[config.mk]
export PLATFORM = sky130hd
export DESIGN_NAME = burst_col_gen
export DESIGN_NICKNAME = d
export VERILOG_FILES = /design/src/rtl/bcg_pkg.sv /design/src/rtl/bcg_len_decode.sv /design/src/rtl/bcg_beat_ctr.sv /design/src/rtl/bcg_addr_order.sv /design/src/rtl/burst_col_gen.sv
export SDC_FILE = /design/constraint.sdc
export NUM_CORES = 1
export LEC_CHECK = 0
export CELL_PAD_IN_SITES_DETAIL_PLACEMENT = 0
export CELL_PAD_IN_SITES_GLOBAL_PLACEMENT = 1
export CORE_MARGIN = 2
export CORE_UTILIZATION = 45
export CTS_BUF_LIST = sky130_fd_sc_hd__clkbuf_4
export DETAILED_ROUTE_END_ITERATION = 8
export PLACE_DENSITY_LB_ADDON = 0.05
export SLEW_MARGIN = 10
export SYNTH_ARGS = -nofsm -noshare
export SYNTH_HDL_FRONTEND = slang
export SYNTH_HIERARCHICAL = 1
export SYNTH_SLANG_ARGS = --single-unit
export TNS_END_PERCENT = 30
[constraint.sdc]
create_clock -name clk -period 4 [get_ports clk]
set_input_delay 0.4 -clock clk [delete_from_list [all_inputs] [get_ports clk]]
set_output_delay 0.4 -clock clk [all_outputs]
set_load 0.05 [all_outputs]
[src/rtl/bcg_pkg.sv]
package bcg_pkg;
   localparam int MODE_W = 4;
   localparam int LEN_W  = 3;
   localparam logic [LEN_W-1:0] LEN_ONE   = 3'd0;
   localparam logic [LEN_W-1:0] LEN_TWO   = 3'd1;
   localparam logic [LEN_W-1:0] LEN_FOUR  = 3'd2;
   localparam logic [LEN_W-1:0] LEN_EIGHT = 3'd3;
   localparam logic [LEN_W-1:0] LEN_PAGE  = 3'd7;
   localparam int ORDER_BIT = 3;

   typedef enum logic {ORD_SEQ = 1'b0, ORD_XOR = 1'b1} order_e;
endpackage

[src/rtl/bcg_len_decode.sv]
module bcg_len_decode
   import bcg_pkg::*;
#(
   parameter int COL_W = 9
) (
   input  logic [LEN_W-1:0] len_code,
   output logic [COL_W-1:0] wrap_mask,
   output logic             page_mode
);
   localparam logic [COL_W-1:0] MASK_2 = COL_W'(1);
   localparam logic [COL_W-1:0] MASK_4 = COL_W'(3);
   localparam logic [COL_W-1:0] MASK_8 = COL_W'(7);

   always_comb begin
      page_mode = 1'b0;
      unique case (len_code)
         LEN_TWO:   wrap_mask = MASK_2;
         LEN_FOUR:  wrap_mask = MASK_4;
         LEN_EIGHT: wrap_mask = MASK_8;
         LEN_PAGE: begin
            wrap_mask = '1;
            page_mode = 1'b1;
         end
         default:   wrap_mask = '0;
      endcase
   end
endmodule

[src/rtl/bcg_beat_ctr.sv]
module bcg_beat_ctr #(
   parameter int COL_W = 9
) (
   input  logic             clk,
   input  logic             rst_n,
   input  logic             go,
   input  logic             stop,
   input  logic [COL_W-1:0] wrap_mask,
   input  logic             page_mode,
   output logic             busy,
   output logic [COL_W-1:0] beat,
   output logic             final_beat
);
   assign final_beat = busy & ~page_mode & (beat == wrap_mask);

   always_ff @(posedge clk or negedge rst_n) begin
      if (!rst_n) begin
         busy <= 1'b0;
         beat <= '0;
      end else if (go) begin
         busy <= 1'b1;
         beat <= '0;
      end else if (busy && (stop || final_beat)) begin
         busy <= 1'b0;
         beat <= '0;
      end else if (busy) begin
         beat <= beat + 1'b1;
      end
   end

   AST_BEAT_STEP: assert property (@(posedge clk) disable iff (!rst_n)
      busy && !final_beat && !stop && !go |=> busy && beat == $past(beat) + 1'b1);
   AST_END_AFTER_FINAL: assert property (@(posedge clk) disable iff (!rst_n)
      final_beat && !go |=> !busy);
   AST_STOP_ENDS: assert property (@(posedge clk) disable iff (!rst_n)
      busy && stop && !go |=> !busy);
endmodule

[src/rtl/bcg_addr_order.sv]
module bcg_addr_order #(
   parameter int COL_W = 9
) (
   input  logic [COL_W-1:0] base_col,
   input  logic [COL_W-1:0] beat,
   input  logic [COL_W-1:0] wrap_mask,
   input  logic             use_xor,
   output logic [COL_W-1:0] col
);
   logic [COL_W-1:0] seq_sum;
   assign seq_sum = base_col + beat;

   for (genvar b = 0; b < COL_W; b++) begin : g_bit
      always_comb begin
         if (!wrap_mask[b])
            col[b] = base_col[b];
         else if (use_xor)
            col[b] = base_col[b] ^ beat[b];
         else
            col[b] = seq_sum[b];
      end
   end
endmodule

[src/rtl/burst_col_gen.sv]
module burst_col_gen
   import bcg_pkg::*;
#(
   parameter int COL_W = 9
) (
   input  logic             clk,
   input  logic             rst_n,
   input  logic             burst_go,
   input  logic [COL_W-1:0] go_col,
   input  logic [3:0]       mode_img,
   input  logic             burst_stop,
   output logic [COL_W-1:0] col_out,
   output logic             col_vld,
   output logic             col_last
);
   if (COL_W < 4) begin : g_bad_width
      $error("burst_col_gen: COL_W must be at least 4");
   end

   logic [COL_W-1:0] mask_d, mask_q, base_q, beat;
   logic             page_d, page_q;
   order_e           order_q;

   bcg_len_decode #(.COL_W(COL_W)) len_i (
      .len_code  (mode_img[LEN_W-1:0]),
      .wrap_mask (mask_d),
      .page_mode (page_d)
   );

   always_ff @(posedge clk or negedge rst_n) begin
      if (!rst_n) begin
         base_q  <= '0;
         mask_q  <= '0;
         page_q  <= 1'b0;
         order_q <= ORD_SEQ;
      end else if (burst_go) begin
         base_q  <= go_col;
         mask_q  <= mask_d;
         page_q  <= page_d;
         order_q <= (mode_img[ORDER_BIT] && !page_d) ? ORD_XOR : ORD_SEQ;
      end
   end

   bcg_beat_ctr #(.COL_W(COL_W)) ctr_i (
      .clk        (clk),
      .rst_n      (rst_n),
      .go         (burst_go),
      .stop       (burst_stop),
      .wrap_mask  (mask_q),
      .page_mode  (page_q),
      .busy       (col_vld),
      .beat       (beat),
      .final_beat (col_last)
   );

   bcg_addr_order #(.COL_W(COL_W)) ord_i (
      .base_col  (base_q),
      .beat      (beat),
      .wrap_mask (mask_q),
      .use_xor   (order_q == ORD_XOR),
      .col       (col_out)
   );

   AST_GO_BEAT0: assert property (@(posedge clk) disable iff (!rst_n)
      burst_go |=> col_vld && col_out == $past(go_col));
   AST_LAST_NEEDS_VLD: assert property (@(posedge clk) disable iff (!rst_n)
      col_last |-> col_vld);
   AST_IDLE_STOP_QUIET: assert property (@(posedge clk) disable iff (!rst_n)
      !col_vld && !burst_go |=> !col_vld);
   AST_UPPER_HOLD: assert property (@(posedge clk) disable iff (!rst_n)
      col_vld && !page_q && !burst_go |=> !col_vld || ((col_out & ~mask_q) == ($past(col_out) & ~mask_q)));
endmodule

# --- Yosys cells after proc, flatten, opt, wreduce, memory -nomap -nowiden ---
# Index checks and enable logic that the tools add are counted.
totals:
  reg_bits: 30
  wordCells: 57
classes:
  addsub: 2
  eq_ne: 5
  n_mux: 26
  bitwise_logic: 12
  reduce_logical: 6
ops:
  columns: ["cell", "n"]
  rows:
  - ["$pmux 9 s4", 1]
  - ["$mux 9", 3]
  - ["$mux 1", 22]
  - ["$add 9x1->9 const B", 1]
  - ["$add 9x9->9", 1]
  - ["$eq 9x9->1", 1]
  - ["$xor 1x1->1", 9]
  - ["$eq 3x2->1 const B", 2]
  - ["$eq 3x1->1 const B", 1]
  - ["$eq 3x3->1 const B", 1]
  - ["$reduce_bool 3->1", 1]
  - ["$and 1x1->1", 2]
  - ["$logic_and 1x1->1", 2]
  - ["$reduce_bool 2->1", 1]
  - ["$logic_not 1->1", 1]
  - ["$logic_or 1x1->1", 1]
  - ["$not 1->1", 1]

# --- Longest topological paths before layout ---
# Gate-level depths: netlist of the first run.
depth:
  word_depth: 7
  mapped_depth: 7
  ltp_nobuf: 7

# --- Modules after synthesis ---
# The synthesis of the first run kept the hierarchy.
modules_own_cells:
  columns: ["mod", "n_inst", "cells_per_inst", "area_per_inst_um2"]
  rows:
  - ["burst_col_gen", 1, 44, 820.8]
  - ["bcg_beat_ctr", 1, 80, 758.2]
  - ["bcg_addr_order", 1, 64, 469.2]
  - ["bcg_len_decode", 1, 12, 83.8]

# --- Least setup slack after synthesis of the first run ---
# OpenSTA, ideal clock, no wires.
synth_path:
  kind: "register to output"
  start: "reg ctr_i.beat[0]"
  end: "out col_out[6]"
  arrival_time_ps: 2551
  t_required_ps: 3600
  setup_slack_ps: 1049
  stages_incl_launch_ff: 8
  path_cell_list: "dfrtp_1 ha_1 fa_1 a211oi_1 o21bai_1 a21oi_1 o21ai_0 a31oi_1"
synth_via:
  elab_chain_len: 3
synth_rtl:
  columns: ["element", "line", "source"]
  rows:
  - ["start, declared", "bcg_beat_ctr.sv:11", "output logic [COL_W-1:0] beat,"]
  - ["start signal, assigned", "bcg_beat_ctr.sv:27", "beat <= beat + 1'b1;"]
  - ["$add 9x9->9", "bcg_addr_order.sv:11", "assign seq_sum = base_col + beat;"]
  - ["$mux 1", "bcg_addr_order.sv:17", "else if (use_xor)"]
  - ["$mux 1", "bcg_addr_order.sv:15", "if (!wrap_mask[b])"]
  - ["end, declared", "burst_col_gen.sv:12", "output logic [COL_W-1:0] col_out,"]
# Every way passes these cells.

# --- Worst setup path in the final report of the first run ---
# Same ends and word-level chain as after synthesis.

==> impl_metrics.tcl, run 1 <==
set metrics [dict create \
    max_freq_mhz 265 \
    ctsLongestPathBuffers 2 \
    path_cells "ha_1, fa_1, a211oi_1, o21bai_1, a21oi_1, o21ai_0, a31oi_1, clkdlybuf4s50_1" \
    fp-row-count 25 \
    ff2ff_setup_slack_ns 2.21 \
    ys_warn_count 6 \
    crit_path_start_kind "register" \
    io_pins 28 \
    yosysTopAreaCellShare 0.352 \
    slew_headroom 0.402 \
    cp.arrival_ns 3.37 \
    power.share.sequential 0.428 \
    p_int_w 0.000555 \
    criticalPathCategory "reg2out" \
    synthDistinctLibCells 51 \
    finalSetupViolations 0 \
    crit_path_end_kind "output pin" \
    postCtsHoldBufs 0 \
    firstDrtPassIters 4 \
    avgViaCountPerCell 5.76 \
    synth-async-reset-ratio 1.00 \
    wirelength_um 4620 \
    synth_nets 227 \
    crit_fanout 6 \
    worstMarginPinSlew_ns 0.898 \
    synth_ff_type "dfrtp_1" \
    rsz0062_at_grt "no" \
    setup_ws_ns 0.233 \
    clock_sinks 30 \
    synth_top_area_cell "dfrtp_1" \
    dieArea_mm2 0.00530 \
    r2r_end "ctr_i/beat[6]$_DFFE_PN0P_" \
    clock-skew-final_ns 0.0165 \
    cts_made_buffers 5 \
    fillers 429 \
    synth.most_common_cell "dfrtp_1" \
    required_ns 3.60 \
    clk_latency_ns 0.34 \
    synth-seq-cells 30 \
    post-route-drc-count 0 \
    post-route-util 0.533 \
    fin_setup_tns_ns 0 \
    overflow 0 \
    drive_gt1_frac 0.196 \
    synthToLayoutAreaGrowth_pct 15.7 \
    postSynthCellCount 200 \
    design.core.area_mm2 0.00463 \
    crit_path_top_delay_cell "clkdlybuf4s50_1" \
    min_path_type "in2async" \
    final_nets 251 \
    grt_pass1_wl_um 7760 \
    syn_avg_cell_area_um2 10.7 \
    slew_viol_final 0 \
    r2r-start "ctr_i/beat[2]$_DFFE_PN0P_" \
    die_w_um 72.8 \
    yosys-top-cells-count "dfrtp_1 (30), mux2_4 (18), nor2_1 (14), xnor2_1 (14), o21ai_0 (11)" \
    cts_max_level 2 \
    powerDensity_mw_per_mm2 332 \
    start_util 0.461 \
    p_comb_frac 0.289 \
    hpwlAfterDp_um 3290 \
    antenna_found_initial 0 \
    hold_violations 0 \
    status "completed" \
    root_buffer "clkbuf_4" \
    ir_worst_vdd_mv 0.205 \
    grtUsageTotal 0.192 \
    finalCriticalPeriod_ns 3.77 \
    clockPowerShare 0.283 \
    fp.dieH_um 72.8 \
    grt_pass1_vias 1560 \
    cts_setup_buffers 0 \
    synth_area_mm2 0.00213 \
    worst_r2r_path_depth 4 \
    cts_tree "yes" \
    clk_pin_slew_worst_paths_ns 0.10 \
    routabilityCongestion 0.754 \
    grt_max_degree 36 \
    yosysSeqAreaShare 0.352 \
    maxCapViolCount 0 \
    cpPeakStageDelay_ns 0.82 \
    antenna_cells 0 \
    vias 1601 \
    fin_crit_sh 0.942 \
    drtIter0Drc 64 \
    portBuffers 27 \
    synthTopCellsByArea "dfrtp_1 (35%), mux2_4 (13%), xnor2_1 (5.8%), ha_1 (5.3%), o21ai_0 (2.6%)" \
    p_sw_frac 0.323 \
    power.leakage_nw 1.05 \
    wl_per_cell_um 16.6 \
    synth_edf_count 0 \
    dp_slack_ns 0.671 \
    p_switching_w 0.000264 \
    ant_nets 0 \
]
worst max path at each step:
| stage | start | slack, ns | end |
|---|---|---|---|
| floorplan | ctr_i/beat[0]$_DFFE_PN0P_ | 1.05 | col_out[6] |
| CTS | ctr_i/beat[0]$_DFFE_PN0P_ | 0.21 | col_out[8] |
| global placement | ctr_i/beat[0]$_DFFE_PN0P_ | 0.70 | col_out[8] |
| global route | ctr_i/beat[0]$_DFFE_PN0P_ | 0.12 | col_out[6] |
| finish | ctr_i/beat[0]$_DFFE_PN0P_ | 0.23 | col_out[6] |
| detailed placement | ctr_i/beat[0]$_DFFE_PN0P_ | 0.67 | col_out[8] |
power groups by stage:
stage          registers, W  clock network [W]  logic (W)
3_5_place_dp       0.000357                  0   0.000235
2_1_floorplan      0.000349                  0   0.000171
3_3_place_gp       0.000356                  0   0.000233
5_1_grt            0.000356           0.000249   0.000255
6_report           0.000351           0.000232   0.000237
4_1_cts            0.000351           0.000241   0.000238
layer usage:
| layer | GRT usage | routed length, um | up-vias |
|---|---|---|---|
| li1 | - | - | 784 |
| met1 | 0.257 | 2250 | 779 |
| met2 | 0.305 | 2130 | 31 |
| met3 | 0.0401 | 173 | 7 |
| met4 | 0.0741 | 73 | 0 |
| met5 | 0 | 0 | - |
final cells by class:
| class | instances | area, um^2 | area share |
|---|---|---|---|
| inverter | 5 | 18.8 | 0.00761 |
| clock buffer | 5 | 37.5 | 0.0152 |
| timing repair buffer | 28 | 275 | 0.112 |
| tap | 54 | 67.6 | 0.0274 |
| multi-input combinational | 154 | 1280 | 0.520 |
| sequential | 30 | 751 | 0.304 |
| clock inverter | 2 | 33.8 | 0.0137 |
worst max-delay path, delay by kind of cell (launching register included):
family,cells,cell delay (ns)
DFF,1,0.49
adders and majority gates,2,0.71
buffers and inverters,1,0.82
AOI/OAI and AO/OA,5,1.00
what timing repair did:
action	in CTS	in global routing
gates resized for setup	0	1
setup endpoints to repair	0	1
endpoints found under the hold margin	0	0
sequential cells by signal, summed over array words and instances, names as in the netlist:
signal      cells
ctr_i/busy      1
ctr_i/beat      9
order_q         1
base_q          9
mask_q          9
page_q          1
metrics by stage:
step / area (um^2) / hold slack, ns / total power, W / cells
3_3_place_gp: 2390 / 0.498 / 0.000589 / 271
5_1_grt: 2470 / 0.475 / 0.000860 / 278
6_report: 2470 / 0.444 / 0.000819 / 278
4_1_cts: 2460 / 0.448 / 0.000830 / 278
3_5_place_dp: 2390 / 0.495 / 0.000592 / 271
2_1_floorplan: 2130 / 0.104 / 0.000520 / 200
cell usage in the layout (no fill, tap or decap), drive strengths merged, types with 4 or more instances in the layout:
| master | Yosys | layout |
|---|---|---|
| nor4 | 5 | 5 |
| mux2i | 4 | 4 |
| nor2 | 14 | 14 |
| ha | 9 | 9 |
| nand3b | 4 | 4 |
| clkdlybuf4s50 | 0 | 25 |
| nand2 | 11 | 11 |
| xnor2 | 14 | 14 |
| and3 | 4 | 4 |
| a21oi | 7 | 7 |
| o21ai | 11 | 11 |
| inv | 5 | 5 |
| clkbuf | 2 | 5 |
| nand3 | 4 | 4 |
| nand4 | 4 | 4 |
| nor3 | 8 | 8 |
| dfrtp | 30 | 30 |
| mux2 | 21 | 21 |
kinds of logic after synthesis:
| kind of cell | share of synthesized area |
|---|---|
| AOI/OAI and AO/OA | 0.127 |
| xor gates and xnor gates | 0.0616 |
| adders and majority gates | 0.0622 |
| buffers and inverters | 0.0464 |
| DFF | 0.352 |
| muxes | 0.161 |
| and+or+nand+nor | 0.190 |
(Power assumes the default switching activity.)
==> inputs of run 2 (changes only) <==
Settings changed: PLACE_DENSITY from default to 0.82, PLACE_DENSITY_LB_ADDON 0.05 to default.
==> impl_metrics.tcl, run 2 (synthesis gave the netlist of run 1 again) <==
set metrics [dict create \
    overflow 0 \
    max_freq_mhz 273 \
    worstMarginPinSlew_ns 0.882 \
    hpwlAfterDp_um 3200 \
    fp.dieH_um 72.8 \
    grtUsageTotal 0.181 \
    clock-skew-final_ns 0.00579 \
    worst_r2r_path_depth 4 \
    routabilityCongestion 0.785 \
    wl_per_cell_um 15.8 \
    io_pins 28 \
    ff2ff_setup_slack_ns 2.31 \
    ir_worst_vdd_mv 0.154 \
    slew_headroom 0.412 \
    root_buffer "clkbuf_4" \
    final_common_cell "dfrtp_1" \
    design.core.area_mm2 0.00463 \
    crit_fanout 6 \
    criticalPathCategory "reg2out" \
    final_nets 251 \
    finalCriticalPeriod_ns 3.66 \
    status "completed" \
    grt_pass1_vias 1557 \
    grt_max_degree 36 \
    hold_violations 0 \
    final_cell_mix "dfrtp_1 (30), clkdlybuf4s50_1 (26), mux2_4 (18)" \
    ant_nets 0 \
    r2r-start "ctr_i/beat[4]$_DFFE_PN0P_" \
    seq_area_um2 751 \
    post-route-drc-count 0 \
    cts_max_level 2 \
    start_util 0.461 \
    required_ns 3.60 \
    clk_pin_slew_worst_paths_ns 0.10 \
    synthToLayoutAreaGrowth_pct 14.7 \
    portBuffers 27 \
    met2_usage 0.296 \
    crit_path_start_kind "register" \
    dp.cells 271 \
    fp-row-count 25 \
    antenna_found_initial 0 \
    clk_latency_ns 0.32 \
    use_met1 0.247 \
    ctsLongestPathBuffers 2 \
    grt-busiest-layer "met2" \
    maxCapViolCount 0 \
    fin_setup_tns_ns 0 \
    finalSetupViolations 0 \
    stdcell_count 279 \
    grt_pass1_wl_um 7490 \
    die_w_um 72.8 \
    r2r_end "ctr_i/beat[2]$_DFFE_PN0P_" \
    met3_usage 0.0304 \
    min_path_type "in2async" \
    cts_made_buffers 5 \
    postCtsHoldBufs 0 \
    avgViaCountPerCell 5.58 \
    drtIter0Drc 111 \
    vias 1558 \
    antenna_cells 0 \
    slew_viol_final 0 \
    rsz0062_at_grt "no" \
    fillers 441 \
    power.leakage_nw 1.04 \
    fin_crit_sh 0.914 \
    wirelength_um 4400 \
    cts_tree "yes" \
    cts_setup_buffers 0 \
    drive_gt1_frac 0.200 \
    clock_sinks 30 \
    crit_path_end_kind "output pin" \
    cp.arrival_ns 3.26 \
    multi_input_area_mm2 0.00128 \
    firstDrtPassIters 4 \
    post_cts_resize_count 0 \
    dieArea_mm2 0.00530 \
    reg.largest.list "base_q: 9 flops, ctr_i/beat: 9 flops, mask_q: 9 flops" \
    powerDensity_mw_per_mm2 311 \
]
==> run 2: worst max-delay path: stages (launching register included) <==
cell and delay (ns):
dfrtp_1 0.48, ha_1 0.27, fa_1 0.40, a211oi_1 0.35
o21ai_0 0.16, nand2_1 0.11, mux2i_1 0.21, xor2_1 0.15
clkdlybuf4s50_1 0.81
==> run 2: where the power goes <==
group	total [W]	leakage, nW	switching, W	internal [W]
Clock	0.000175	0.0331	0.000102	0.0000727
Combinational	0.000235	0.622	0.000129	0.000106
Sequential	0.000351	0.384	0.0000286	0.000323
Total	0.000761	1.04	0.000259	0.000501
==> run 2: final cells by class <==
class / count / share of cell area
clock inverters: 2 / 0.00358
clock buffers: 6 / 0.0184
repair buffers: 28 / 0.112
well taps: 54 / 0.0276
multi-input cells: 154 / 0.524
flip-flops and latches: 30 / 0.307
inverters: 5 / 0.00767
==> run 2: worst max path at each step <==
stage / startpoint / end / slack [ns] / cells after the start
5_1_grt: ctr_i/beat[0]$_DFFE_PN0P_ / col_out[8] / 0.16 / 8
3_5_place_dp: ctr_i/beat[0]$_DFFE_PN0P_ / col_out[8] / 0.72 / 8
2_1_floorplan: ctr_i/beat[0]$_DFFE_PN0P_ / col_out[6] / 1.05 / 7
3_3_place_gp: ctr_i/beat[0]$_DFFE_PN0P_ / col_out[8] / 0.71 / 8
4_1_cts: ctr_i/beat[0]$_DFFE_PN0P_ / col_out[8] / 0.34 / 8
6_report: ctr_i/beat[0]$_DFFE_PN0P_ / col_out[8] / 0.34 / 8
==> run 2: stage by stage <==
stage | power (W) | area [um^2] | worst slack (ns) | hold slack [ns] | utilization
final | 0.000761 | 2450 | 0.342 | 0.474 | 0.528
after floorplan | 0.000520 | 2130 | 1.05 | 0.104 | -
after global placement | 0.000591 | 2390 | 0.713 | 0.504 | 0.517
after global routing | 0.000802 | 2450 | 0.161 | 0.498 | 0.528
after detailed placement | 0.000593 | 2390 | 0.718 | 0.515 | 0.517
after CTS | 0.000773 | 2450 | 0.338 | 0.475 | 0.528
==> run 2: per-layer routing <==
layer / share of wire / vias up
met3: 0.033 / 5
met5: 0 / -
met2: 0.47 / 29
met4: 0.011 / 0
li1: - / 778
met1: 0.48 / 746
